`src/rtl/alu_pkg.sv`:
```
package alu_pkg;

    localparam int OP_W    = 8;
    localparam int SHAMT_W = 3;

    typedef enum logic [3:0] {
        K_NONE, K_EQ, K_GT, K_LT, K_CNOT,
        K_SHL,  K_ROL, K_INC, K_DEC, K_ADD,
        K_SUB,  K_AND, K_OR,  K_XOR, K_XNOR, K_CPL
    } kind_e;

endpackage

```
`src/rtl/alu_decode.sv`:
```
module alu_decode
    import alu_pkg::*;
(
    input  logic [OP_W-1:0]    op_code,
    output kind_e              kind,
    output logic               sel,
    output logic [SHAMT_W-1:0] shamt
);

    always_comb begin
        kind  = K_NONE;
        sel   = 1'b0;
        shamt = op_code[SHAMT_W-1:0];
        casez (op_code)
            8'b1000_0100: kind = K_EQ;
            8'b1000_0101: kind = K_GT;
            8'b1000_0110: kind = K_LT;
            8'b1000_0111: kind = K_CNOT;
            8'b101?_0???: begin kind = K_SHL; sel = op_code[4]; end
            8'b101?_1???: begin kind = K_ROL; sel = op_code[4]; end
            8'b1100_000?: begin kind = K_INC; sel = op_code[0]; end
            8'b1100_001?: begin kind = K_DEC; sel = op_code[0]; end
            8'b1100_0100: kind = K_ADD;
            8'b1100_0101: kind = K_SUB;
            8'b1100_0110: kind = K_AND;
            8'b1100_0111: kind = K_OR;
            8'b1100_1000: kind = K_XOR;
            8'b1100_1001: kind = K_XNOR;
            8'b1100_101?: begin kind = K_CPL; sel = op_code[0]; end
            default:      kind = K_NONE;
        endcase
    end

endmodule

```
`src/rtl/alu_shift.sv`:
```
module alu_shift
    import alu_pkg::*;
#(
    parameter int DATA_W = 8
) (
    input  logic [DATA_W-1:0]  opnd,
    input  logic [SHAMT_W-1:0] amt,
    output logic [DATA_W-1:0]  shl_out,
    output logic [DATA_W-1:0]  rol_out
);

    always_comb begin
        shl_out = opnd << amt;
        for (int i = 0; i < DATA_W; i++) begin
            rol_out[i] = opnd[(i - int'(amt) + DATA_W) % DATA_W];
        end
    end

endmodule

```
`src/rtl/alu_arith.sv`:
```
module alu_arith
    import alu_pkg::*;
#(
    parameter int DATA_W = 8
) (
    input  kind_e             kind,
    input  logic [DATA_W-1:0] a,
    input  logic [DATA_W-1:0] b,
    input  logic [DATA_W-1:0] opnd,
    output logic [DATA_W-1:0] value,
    output logic              flag
);

    localparam logic [DATA_W-1:0] ONE = DATA_W'(1);

    logic [DATA_W:0]   sum_w;
    logic [DATA_W:0]   diff_w;
    logic [DATA_W-1:0] step;

    always_comb begin
        sum_w  = {1'b0, a} + {1'b0, b};
        diff_w = {1'b0, a} - {1'b0, b};
        step   = (kind == K_DEC) ? (opnd - ONE) : (opnd + ONE);
        value  = '0;
        flag   = 1'b0;
        case (kind)
            K_INC, K_DEC: begin value = step; flag = (step == '0); end
            K_ADD:        begin value = sum_w[DATA_W-1:0];  flag = sum_w[DATA_W];  end
            K_SUB:        begin value = diff_w[DATA_W-1:0]; flag = diff_w[DATA_W]; end
            default:      begin value = '0; flag = 1'b0; end
        endcase
    end

endmodule

```
`src/rtl/alu_carry_unit.sv`:
```
module alu_carry_unit
    import alu_pkg::*;
#(
    parameter int DATA_W = 8
) (
    input  logic              clk,
    input  logic              rst_n,
    input  logic              op_valid,
    input  logic [7:0]        op_code,
    input  logic [DATA_W-1:0] r0_in,
    input  logic [DATA_W-1:0] r1_in,
    input  logic              c_in,
    output logic              res_valid,
    output logic              res_reg_we,
    output logic              res_reg_sel,
    output logic [DATA_W-1:0] res_reg_data,
    output logic              res_c_we,
    output logic              res_c_val
);

    typedef struct packed {
        logic              valid;
        logic              reg_we;
        logic              reg_sel;
        logic [DATA_W-1:0] reg_data;
        logic              c_we;
        logic              c_val;
    } res_t;

    kind_e              kind;
    logic               sel;
    logic [SHAMT_W-1:0] shamt;
    logic [DATA_W-1:0]  opnd;
    logic [DATA_W-1:0]  shl_val;
    logic [DATA_W-1:0]  rol_val;
    logic [DATA_W-1:0]  ar_val;
    logic               ar_flag;
    res_t               res_d;
    res_t               res_q;

    alu_decode u_decode (
        .op_code (op_code),
        .kind    (kind),
        .sel     (sel),
        .shamt   (shamt)
    );

    assign opnd = sel ? r1_in : r0_in;

    alu_shift #(.DATA_W(DATA_W)) u_shift (
        .opnd    (opnd),
        .amt     (shamt),
        .shl_out (shl_val),
        .rol_out (rol_val)
    );

    alu_arith #(.DATA_W(DATA_W)) u_arith (
        .kind  (kind),
        .a     (r0_in),
        .b     (r1_in),
        .opnd  (opnd),
        .value (ar_val),
        .flag  (ar_flag)
    );

    always_comb begin
        res_d       = '0;
        res_d.valid = op_valid;
        if (op_valid) begin
            case (kind)
                K_EQ:   begin res_d.c_we = 1'b1; res_d.c_val = (r0_in == r1_in); end
                K_GT:   begin res_d.c_we = 1'b1; res_d.c_val = (r0_in >  r1_in); end
                K_LT:   begin res_d.c_we = 1'b1; res_d.c_val = (r0_in <  r1_in); end
                K_CNOT: begin res_d.c_we = 1'b1; res_d.c_val = ~c_in;            end
                K_SHL, K_ROL: begin
                    res_d.reg_we   = 1'b1;
                    res_d.reg_sel  = sel;
                    res_d.reg_data = (kind == K_ROL) ? rol_val : shl_val;
                end
                K_INC, K_DEC, K_ADD, K_SUB: begin
                    res_d.reg_we   = 1'b1;
                    res_d.reg_sel  = sel;
                    res_d.reg_data = ar_val;
                    res_d.c_we     = 1'b1;
                    res_d.c_val    = ar_flag;
                end
                K_AND:  begin res_d.reg_we = 1'b1; res_d.reg_data = r0_in & r1_in;    end
                K_OR:   begin res_d.reg_we = 1'b1; res_d.reg_data = r0_in | r1_in;    end
                K_XOR:  begin res_d.reg_we = 1'b1; res_d.reg_data = r0_in ^ r1_in;    end
                K_XNOR: begin res_d.reg_we = 1'b1; res_d.reg_data = ~(r0_in ^ r1_in); end
                K_CPL: begin
                    res_d.reg_we   = 1'b1;
                    res_d.reg_sel  = sel;
                    res_d.reg_data = ~opnd;
                end
                default: res_d.valid = op_valid;
            endcase
        end
    end

    always_ff @(posedge clk or negedge rst_n) begin
        if (!rst_n) begin
            res_q <= '0;
        end else begin
            res_q <= res_d;
        end
    end

    assign res_valid    = res_q.valid;
    assign res_reg_we   = res_q.reg_we;
    assign res_reg_sel  = res_q.reg_sel;
    assign res_reg_data = res_q.reg_data;
    assign res_c_we     = res_q.c_we;
    assign res_c_val    = res_q.c_val;

    // comparisons touch carry only
    a_r2_cmp_carry_only: assert property (@(posedge clk) disable iff (!rst_n)
        $past(op_valid && op_code >= 8'h84 && op_code <= 8'h86) |-> res_c_we && !res_reg_we);

    // inversion of the incoming carry
    a_r3_carry_invert: assert property (@(posedge clk) disable iff (!rst_n)
        $past(op_valid && op_code == 8'h87) |-> res_c_we && (res_c_val == !$past(c_in)));

    // step up/down flags a zero result
    a_r4_zero_flag: assert property (@(posedge clk) disable iff (!rst_n)
        $past(op_valid && op_code[7:2] == 6'b110000) |->
            res_c_we && (res_c_val == (res_reg_data == '0)));

    // sum and carry-out together
    a_r5_add_total: assert property (@(posedge clk) disable iff (!rst_n)
        $past(op_valid && op_code == 8'hC4) |->
            {res_c_val, res_reg_data} == $past({1'b0, r0_in} + {1'b0, r1_in}));

    // shifts leave carry alone and target the chosen register
    a_r9_shift_no_carry: assert property (@(posedge clk) disable iff (!rst_n)
        $past(op_valid && op_code[7:5] == 3'b101) |->
            !res_c_we && res_reg_we && (res_reg_sel == $past(op_code[4])));

    // idle cycles produce nothing
    a_r10_idle_quiet: assert property (@(posedge clk) disable iff (!rst_n)
        !$past(op_valid) |-> !res_valid && !res_reg_we && !res_c_we);

endmodule

```
`config.mk`:
```
export PLATFORM = sky130hd
export DESIGN_NAME = alu_carry_unit
export DESIGN_NICKNAME = d
export VERILOG_FILES = /design/src/rtl/alu_pkg.sv /design/src/rtl/alu_decode.sv /design/src/rtl/alu_shift.sv /design/src/rtl/alu_arith.sv /design/src/rtl/alu_carry_unit.sv
export SDC_FILE = /design/constraint.sdc
export NUM_CORES = 1
export LEC_CHECK = 0
export ABC_AREA = 0
export BUFFER_PORTS_ARGS = -buffer_cell sky130_fd_sc_hd__buf_2
export CAP_MARGIN = 20
export CORE_MARGIN = 3
export CORE_UTILIZATION = 60
export CTS_BUF_LIST = sky130_fd_sc_hd__clkbuf_4 sky130_fd_sc_hd__clkbuf_8 sky130_fd_sc_hd__clkbuf_16
export DETAILED_ROUTE_END_ITERATION = 7
export PLACE_DENSITY = 0.82
export RECOVER_POWER = 50
export SLEW_MARGIN = 15
export SYNTH_ARGS = -nofsm -noshare
export SYNTH_HDL_FRONTEND = slang
export SYNTH_HIERARCHICAL = 1
export SYNTH_SLANG_ARGS = --single-unit
```
`constraint.sdc`:
```
create_clock -name clk -period 0.8 [get_ports clk]
set_clock_uncertainty 0.05 [all_clocks]
set_input_delay 0.08 -clock clk [delete_from_list [all_inputs] [get_ports clk]]
set_output_delay 0.08 -clock clk [all_outputs]
set_load 0.1 [all_outputs]
```
==> results.md, run 1 <==
- Status: did not finish
- Fail Step: global routing
- Err: [ERROR GRT-0232] Routing congestion too high. Check the congestion heatmap in the GUI.
- IO buf count: 40
- Post-synthesis cell type count: 73
- EDFF count, synth: 0
- Die width: 82.8 um
- Clock sink count: 13
- H-tree depth: 1
- Synth Area in Compound Gates: 0.263
- GRT Util Overall: 0.667
- Ys flop type: dfrtp_1
- GRT overflow: 2
- Synth Area in Adders: 0.190
- Placed insts: 649
- Mean Syn Cell Area: 8.07 um^2
- Syn_nets: 519
- Die H: 82.8 um
- Seq cells post-synth: 13
- Pin count of the biggest net entering global routing: 21
- Site row count: 27
- Initial Util: 0.631
- Largest family of logic cells by synthesized area: compound AO/OA/AOI/OAI gates
- Yosys warning count: 6
- Syn Inst Count: 439
- CTS max path bufs: 2
- Root buf cell: clkbuf_8
- CTS Buf Count: 3
- Area share of xor/xnor cells in the synthesized design: 0.0297
- GPL Wtd Cong: 1.05
- Boundary pin count: 41
- Mux share of post-synthesis cell area: 0.132
- Final HPWL DP: 10,900 um
- Sequential-to-total area share from yosys stat: 0.0919
- Async SR Flop Fraction: 1.00
- Mapped Area: 3540 um^2
- Simple-gate area share of the yosys netlist: 0.197
==> synthesized netlist by cell type, drive strengths merged, types with 4 or more instances <==
cell / instances / area, um^2
xnor2: 5 / 43.8
mux4: 10 / 240
nor2: 32 / 120
a211oi: 7 / 57.6
a22o: 6 / 52.6
and2: 5 / 31.3
mux2i: 8 / 80.1
a221oi: 6 / 65.1
dfrtp: 13 / 325
inv: 42 / 158
nand3: 4 / 20.0
mux2: 13 / 146
a21o: 7 / 52.6
a31oi: 10 / 62.6
nand2b: 9 / 63.8
a21oi: 24 / 120
nor2b: 12 / 75.1
o21ai: 29 / 153
nor3: 5 / 25.0
buf: 24 / 173
nand2: 37 / 144
ha: 49 / 613
a22oi: 5 / 37.5
and3: 6 / 37.5
xor2: 7 / 61.3
o22ai: 8 / 56.3
==> routing by layer <==
metal  overflow  global-route usage
met1          0               0.667
met2          1               0.867
met5          0              0.0909
met4          1               0.658
met3          0               0.475
==> repair_timing <==
action,4_1_cts
resized for setup,55
cloned,2
pin swaps,23
endpoints found under the setup margin,25
setup buffers,19
hold buffers,2
hold endpoints to repair,14
==> cell families after synthesis <==
group | after synthesis
flops | 13
xor+xnor | 12
fa+ha+maj | 52
simple gates | 132
buf+inv | 69
mux | 31
compound gates | 130
==> per-stage QoR <==
stage	setup slack, ns	hold slack, ns	util	setup TNS, ns	area (um^2)
2_1_floorplan	-2.28	-0.266	-	-21.31	3700
3_3_place_gp	-2.45	-0.0847	0.881	-25.39	4940
3_5_place_dp	-2.78	-0.0663	0.881	-27.42	4940
4_1_cts	-2.37	0.0867	0.965	-24.42	5410
==> run 2, diff against run 1 <==
--- a/config.mk
+++ b/config.mk
@@ -9,10 +9,9 @@
 export BUFFER_PORTS_ARGS = -buffer_cell sky130_fd_sc_hd__buf_2
 export CAP_MARGIN = 20
 export CORE_MARGIN = 3
-export CORE_UTILIZATION = 60
-export CTS_BUF_LIST = sky130_fd_sc_hd__clkbuf_4 sky130_fd_sc_hd__clkbuf_8 sky130_fd_sc_hd__clkbuf_16
+export CORE_UTILIZATION = 40
 export DETAILED_ROUTE_END_ITERATION = 7
-export PLACE_DENSITY = 0.82
+export PLACE_DENSITY_LB_ADDON = 0.15
 export RECOVER_POWER = 50
 export SLEW_MARGIN = 15
 export SYNTH_ARGS = -nofsm -noshare
==> results.md, run 2 <==
- Status: complete, but fails checks (was did not finish)
- Violated checks: negative setup slack
- Sequential-to-total area share from yosys stat: 0.0919 (unchanged)
- Total power: 3.93 mW
- Comb pwr share: 0.685
- CP Max Fanout: 6
- Top-count cell post-synth: ha_1 (unchanged)
- Top post-synthesis cells by area: ha_1 17%, dfrtp_1 9.2%, inv_1 4.5%, mux2_2 4.1%, mux4_2 3.8% (unchanged)
- Seq cells post-synth: 13 (unchanged)
- Psw: 1.54 mW
- HP Class: in -> reg
- List of most frequent post-synthesis cells: 49 x ha_1, 42 x inv_1, 35 x nand2_1 (unchanged)
- Initial Util: 0.420 (was 0.631)
- Multi-input gate area: 3120 um^2
- Fillers: 723
- Antenna diodes: 0
- Core area: 8420 um^2
- CTS Buf Count: 3 (unchanged)
- Arrival time at the worst endpoint: 3.24 ns
- VDD IR max: 0.360 mV
- Yosys warning count: 6 (unchanged)
- Crit-path leading delay family: compound AO/OA/AOI/OAI gates
- Initial antenna violation count: 0
- Max-Cap Viols: 0
- Most common cell after layout, fill and taps aside: buf_4
- Share of the synthesized area in the top cell type: 0.173 (unchanged)
- Int Pwr: 2.38 mW
- Final hold slack: 0.102 ns
- Critical Path Sink Type: register
- Initial drt markers: 169
- Worst-margin pin slew: 0.453 ns
- Final HPWL DP: 9210 um (was 10,900 um)
- Register Area: 340 um^2
- Count of final setup violators: 25
- GRT Util Overall: 0.230
- Unrepaired setup endpoints after global routing: true
- Root buf cell: clkbuf_8 (unchanged)
- DR DRC count: 0
- Crit path launch type: input port
- Commonest non-fill, non-tap cells in the layout: 134 x buf_4, 46 x ha_1, 42 x inv_1, 34 x nand2_1, 28 x nor2_1
- Clock sink count: 13 (unchanged)
- Routed Antenna Nets: 0
- CTS tree: done
- Layout cells sized above 1: 0.444
- GRT overflow: 0
- EDFF count, synth: 0 (unchanged)
- Die H: 100 um (was 82.8 um)
- Bufs and invs on worst path: 3
- Die Footprint: 10,000 um^2
- Mean Syn Cell Area: 8.07 um^2 (unchanged)
- Fraction of power consumed by the clock network: 0.143
- Cell Chain, Critical Path: buf_8 > nor4b_4 > buf_4 > a21oi_4 > a21oi_4 > nand2b_4 > nor3_4 > buf_4 > ha_4 > nor2_2 > nor2_2 > a21o_1 > a21oi_2 > xnor2_2 > o41ai_4 > nand3_1 > o22ai_1 > a21oi_1 > a31oi_1
- Largest stage delay on the critical path: 0.39 ns
- Max reg flops: 8
- Mapped Area: 3540 um^2 (unchanged)
- Vias in the first global route: 3,851
- P&R area growth vs syn: 51.5%
- IO buf count: 40 (unchanged)
- Pin count of the biggest net entering global routing: 34
- Site row count: 33 (was 27)
- Fin crit period: 3.13 ns
- PD cells: 732 nW/um^2
- WP data required: 0.91 ns
- DR vias/cell: 5.62
- GPL Wtd Cong: 0.876 (was 1.05)
- Period Utilization, post-route: 3.92
- Fin area: 5360 um^2
- Syn_nets: 519 (unchanged)
- Fin nets: 680
- Slew HR: 0.694
- Ys flop type: dfrtp_1 (unchanged)
- Post-synthesis cell type count: 73 (unchanged)
- H-tree depth: 1 (unchanged)
- Flop pwr share: 0.172
- Async SR Flop Fraction: 1.00 (unchanged)
- Vias: 3,954
- Clk slew on worst S/H paths: 0.05 ns
- Syn Inst Count: 439 (unchanged)
- First-pass GRT wire length: 18,900 um
- CTS max path bufs: 2 (unchanged)
- DRT Wirelength: 11,700 um
- DRT Pass-1 Iters: 5
- Pleak: 2.60 nW
- DP Worst Slack: -2.61 ns (was -2.78 ns)
- Fin Setup TNS: -24.40 ns
- Slowest CP cell: o41ai_4
- Crit Path Category: in -> reg
- Boundary pin count: 41 (unchanged)
- Max-slew violations: 0
- Post-synth top area cell: ha_1 (unchanged)
- Fmax: 0.319 GHz
- Placed Area: 4970 um^2 (was 4940 um^2)
- Setup ws final: -2.33 ns
- Sw frac: 0.393
- Wire per inst: 16.6 um
- Final hold vios: 0
- Die width: 100 um (was 82.8 um)
-- run 2: per-stage QoR --
stage	instances	util
6_report	704	0.637
5_1_grt	704	0.637
4_1_cts	699	0.628
3_5_place_dp	682	0.590
3_3_place_gp	682	0.590
2_1_floorplan	439	-
-- run 2: layer usage --
layer	up-vias	part of all wire	track usage
met5	-	0	0
met4	0	0.025	0.0622
met3	33	0.042	0.0118
met2	123	0.48	0.393
met1	1861	0.45	0.316
li1	1937	-	-
-- run 2: timing repair --
item | in CTS | in global routing
hold endpoints to repair | 14 | 0
cloned | 2 | 0
endpoints found under the setup margin | 25 | 25
pin swaps | 10 | 19
buffers inserted | 9 | 6
resized for setup | 31 | 11
hold buffers | 2 | 0
-- run 2: layout make-up --
cell class | instances | area share
Sequential cell | 13 | 0.0634
Clock buffer | 4 | 0.00840
Multi-Input combinational cell | 357 | 0.582
Timing Repair Buffer | 183 | 0.293
Tap cell | 105 | 0.0245
Inverter | 42 | 0.0294
-- run 2: power by group through the flow --
stage / registers [mW] / clock network [mW] / logic, mW
finish: 0.676 / 0.560 / 2.69
global route: 0.677 / 0.608 / 2.90
CTS: 0.676 / 0.580 / 2.60
detailed placement: 0.687 / 0 / 2.43
global placement: 0.687 / 0 / 2.38
floorplan: 0.750 / 0 / 1.35
-- run 2: kinds of logic after synthesis --
kind of cell | after synthesis | synth area share
compound gates | 130 | 0.263
xor+xnor | 12 | 0.0297
buf+inv | 69 | 0.0968
flops | 13 | 0.0919
fa+ha+maj | 52 | 0.190
mux | 31 | 0.132
simple gates | 132 | 0.197
-- run 2: final timing paths --
kind	start	endpoint	cells after the start
min in group asynchronous	rst_n	res_reg_sel	2
max	op_code[6]	res_c_val	19
min	op_valid	res_reg_sel	2
max in group asynchronous	rst_n	res_reg_we	2
No activity file was read; power rests on OpenSTA's default activity.
==> run 3, diff against run 2 <==
--- a/config.mk
+++ b/config.mk
@@ -5,7 +5,7 @@
 export SDC_FILE = /design/constraint.sdc
 export NUM_CORES = 1
 export LEC_CHECK = 0
-export ABC_AREA = 0
+export ABC_AREA = 1
 export BUFFER_PORTS_ARGS = -buffer_cell sky130_fd_sc_hd__buf_2
 export CAP_MARGIN = 20
 export CORE_MARGIN = 3
==> results.md, run 3 <==
- CP Max Fanout: 6 (unchanged)
- Final hold slack: 0.0700 ns (was 0.102 ns)
- GPL Wtd Cong: 0.955 (was 0.876)
- Most numerous cell on the critical path: nand2_1
- DP Worst Slack: -1.98 ns (was -2.61 ns)
- EDFF count, synth: 0 (unchanged)
- PD cells: 685 nW/um^2 (was 732 nW/um^2)
- Initial drt markers: 283 (was 169)
- Vias in the first global route: 4,711 (was 3,851)
- Post-synthesis cell type count: 35 (was 73)
- Comb pwr share: 0.694 (was 0.685)
- Worst setup path startpoint: op_code[6] (unchanged)
- Top post-synthesis cells by area: nand2_1 22%, ha_1 16%, inv_1 11%, nand3_1 10%, dfrtp_1 8.4% (was ha_1 17%, dfrtp_1 9.2%, inv_1 4.5%, mux2_2 4.1%, mux4_2 3.8%)
- Fraction of power consumed by the clock network: 0.139 (was 0.143)
- Clk slew on worst S/H paths: 0.05 ns (about the same)
- Flop pwr share: 0.166 (was 0.172)
- Mean Syn Cell Area: 5.54 um^2 (was 8.07 um^2)
- Top-count cell post-synth: nand2_1 (was ha_1)
- Layout cells sized above 1: 0.400 (was 0.444)
- P&R area growth vs syn: 55.8% (was 51.5%)
- Worst-margin pin slew: 0.317 ns (was 0.453 ns)
- Met2 WL: 6190 um (was 5590 um)
- Psw: 1.86 mW (was 1.54 mW)
- Violated checks: negative setup slack (unchanged)
- Slew HR: 0.787 (was 0.694)
- Fillers: 860 (was 723)
- Metal3 WL: 833 um (was 488 um)
- First-pass GRT wire length: 22,200 um (was 18,900 um)
- CTS max path bufs: 2 (unchanged)
- Routed Antenna Nets: 0 (unchanged)
- Mapped Area: 3860 um^2 (was 3540 um^2)
- Post-synth top area cell: nand2_1 (was ha_1)
- H-tree depth: 1 (unchanged)
- Seq cells post-synth: 13 (unchanged)
- Initial antenna violation count: 0 (unchanged)
- Fin Setup TNS: -17.80 ns (was -24.40 ns)
- Yosys warning count: 6 (unchanged)
- Syn Inst Count: 698 (was 439)
- Critical path depth in cells: 28 (was 19)
- Sw frac: 0.452 (was 0.393)
- Wire per inst: 13.6 um (was 16.6 um)
- Largest stage delay on the critical path: 0.21 ns (was 0.39 ns)
- Final HPWL DP: 11,300 um (was 9210 um)
- GRT overflow: 0 (unchanged)
- VDD IR max: 0.345 mV (was 0.360 mV)
- Share of the synthesized area in the top cell type: 0.223 (was 0.173)
- Crit-path leading delay family: simple AND/OR/NAND/NOR gates (was compound AO/OA/AOI/OAI gates)
- Pleak: 3.32 nW (was 2.60 nW)
- DR vias/cell: 4.96 (was 5.62)
- Max reg flops: 8 (unchanged)
- Core area: 9330 um^2 (was 8420 um^2)
- Site row count: 35 (was 33)
- IO buf count: 40 (unchanged)
- WP data required: 0.88 ns (was 0.91 ns)
- Bufs and invs on worst path: 6 (was 3)
- Layout Utilization: 0.645 (was 0.637)
- Most common cell after layout, fill and taps aside: nand2_1 (was buf_4)
- Root buf cell: clkbuf_8 (unchanged)
- CTS Buf Count: 3 (unchanged)
- DR DRC count: 0 (unchanged)
- Pin count of the biggest net entering global routing: 14 (was 34)
- Sequential-to-total area share from yosys stat: 0.0842 (was 0.0919)
- Die width: 104 um (was 100 um)
- Count of final setup violators: 25 (unchanged)
- Status: complete, but fails checks (unchanged)
- Die H: 104 um (was 100 um)
- Setup ws final: -1.63 ns (was -2.33 ns)
- Finished Layout Cells: 989 (was 704)
- Critical Path Sink: res_c_val (unchanged)
- Fin crit period: 2.43 ns (was 3.13 ns)
- Vias: 4,908 (was 3,954)
- Initial Util: 0.414 (was 0.420)
- Commonest non-fill, non-tap cells in the layout: 189 x nand2_1, 123 x buf_4, 98 x inv_1, 61 x nand3_1, 51 x nor2_1 (was 134 x buf_4, 46 x ha_1, 42 x inv_1, 34 x nand2_1, 28 x nor2_1)
- Final hold vios: 0 (unchanged)
- Syn_nets: 778 (was 519)
- CTS tree: done (unchanged)
- WL met1: 6090 um (was 5300 um)
- Fin nets: 941 (was 680)
- Ys flop type: dfrtp_1 (unchanged)
- Clock sink count: 13 (unchanged)
- Int Pwr: 2.26 mW (was 2.38 mW)
- Unrepaired setup endpoints after global routing: true (unchanged)
- HP Class: in -> reg (unchanged)
- Max-Cap Viols: 0 (unchanged)
- Fmax: 0.411 GHz (was 0.319 GHz)
- Boundary pin count: 41 (unchanged)
- DRT Wirelength: 13,400 um (was 11,700 um)
- Crit path launch type: input port (unchanged)
- Max-slew violations: 0 (unchanged)
- GRT Util Overall: 0.244 (was 0.230)
- DRT Pass-1 Iters: 5 (unchanged)
- List of most frequent post-synthesis cells: 230 x nand2_1, 109 x inv_1, 80 x nand3_1 (was 49 x ha_1, 42 x inv_1, 35 x nand2_1)
- Slowest CP cell: ha_4 (was o41ai_4)
- Async SR Flop Fraction: 1.00 (unchanged)
- Antenna diodes: 0 (unchanged)
- Placed insts: 971 (was 682)
- Die Footprint: 10,900 um^2 (was 10,000 um^2)
- Arrival time at the worst endpoint: 2.52 ns (was 3.24 ns)
- Period Utilization, post-route: 3.04 (was 3.92)
- Crit Path Category: in -> reg (unchanged)
- Critical Path Sink Type: register (unchanged)
- Top sig layer: met4 (unchanged)
==> run 3: power by group through the flow <==
stage | combinational, mW | clock, mW | sequential, mW
after floorplan | 1.45 | 0 | 0.793
after global placement | 2.58 | 0 | 0.698
after detailed placement | 2.63 | 0 | 0.697
after CTS | 2.76 | 0.585 | 0.686
after global routing | 3.15 | 0.622 | 0.686
final | 2.86 | 0.575 | 0.686
==> run 3: cell type report <==
| class | count | area [um^2] | share of cell area |
|---|---|---|---|
| clock buffers | 4 | 45.0 | 0.00748 |
| inverters | 123 | 503 | 0.0835 |
| multi-input cells | 547 | 3430 | 0.569 |
| flip-flops and latches | 13 | 340 | 0.0565 |
| well taps | 129 | 161 | 0.0268 |
| repair buffers | 173 | 1540 | 0.256 |
==> run 3: logic make-up (layout without fill, tap and decap cells) <==
| family | Yosys count | after routing | synth area share |
|---|---|---|---|
| AND/OR/NAND/NOR | 431 | 431 | 0.492 |
| buffers and inverters | 138 | 300 | 0.156 |
| AO/OA/AOI/OAI | 62 | 62 | 0.0890 |
| adder cells (fa/ha/maj) | 52 | 52 | 0.174 |
| flip-flops | 13 | 13 | 0.0842 |
| XOR/XNOR | 2 | 2 | 0.00453 |
==> run 3: worst min-delay path by stage <==
| stage | start | end | slack, ns | cells past startpoint |
|---|---|---|---|---|
| after CTS | op_valid | res_valid | 0.07 | 2 |
| after global routing | op_valid | res_valid | 0.09 | 2 |
| after global placement | rst_n | res_c_val | -0.08 | 1 |
| after detailed placement | rst_n | res_c_val | -0.07 | 1 |
| final | op_valid | res_valid | 0.07 | 2 |
| after floorplan | rst_n | res_c_val | -0.27 | 0 |
==> run 3: per-stage QoR <==
| step | total power [mW] | cell area, um^2 |
|---|---|---|
| floorplan | 2.24 | 4190 |
| global placement | 3.28 | 5550 |
| detailed placement | 3.33 | 5550 |
| CTS | 4.03 | 5850 |
| global route | 4.46 | 6020 |
| finish | 4.12 | 6020 |
==> run 3: what timing repair did <==
item                                    4_1_cts  5_1_grt
hold buffers                                  1        0
resized for setup                            45       45
endpoints found under the setup margin       25       25
pin swaps                                    49       44
endpoints found under the hold margin        13        0
buffers inserted                             10        4
cloned                                        0        0
==> run 3: layer usage <==
| metal | GRT usage | up-vias |
|---|---|---|
| met5 | 0 | - |
| met4 | 0.0589 | 0 |
| met3 | 0.0199 | 27 |
| met2 | 0.419 | 171 |
| met1 | 0.330 | 2204 |
| li1 | - | 2506 |
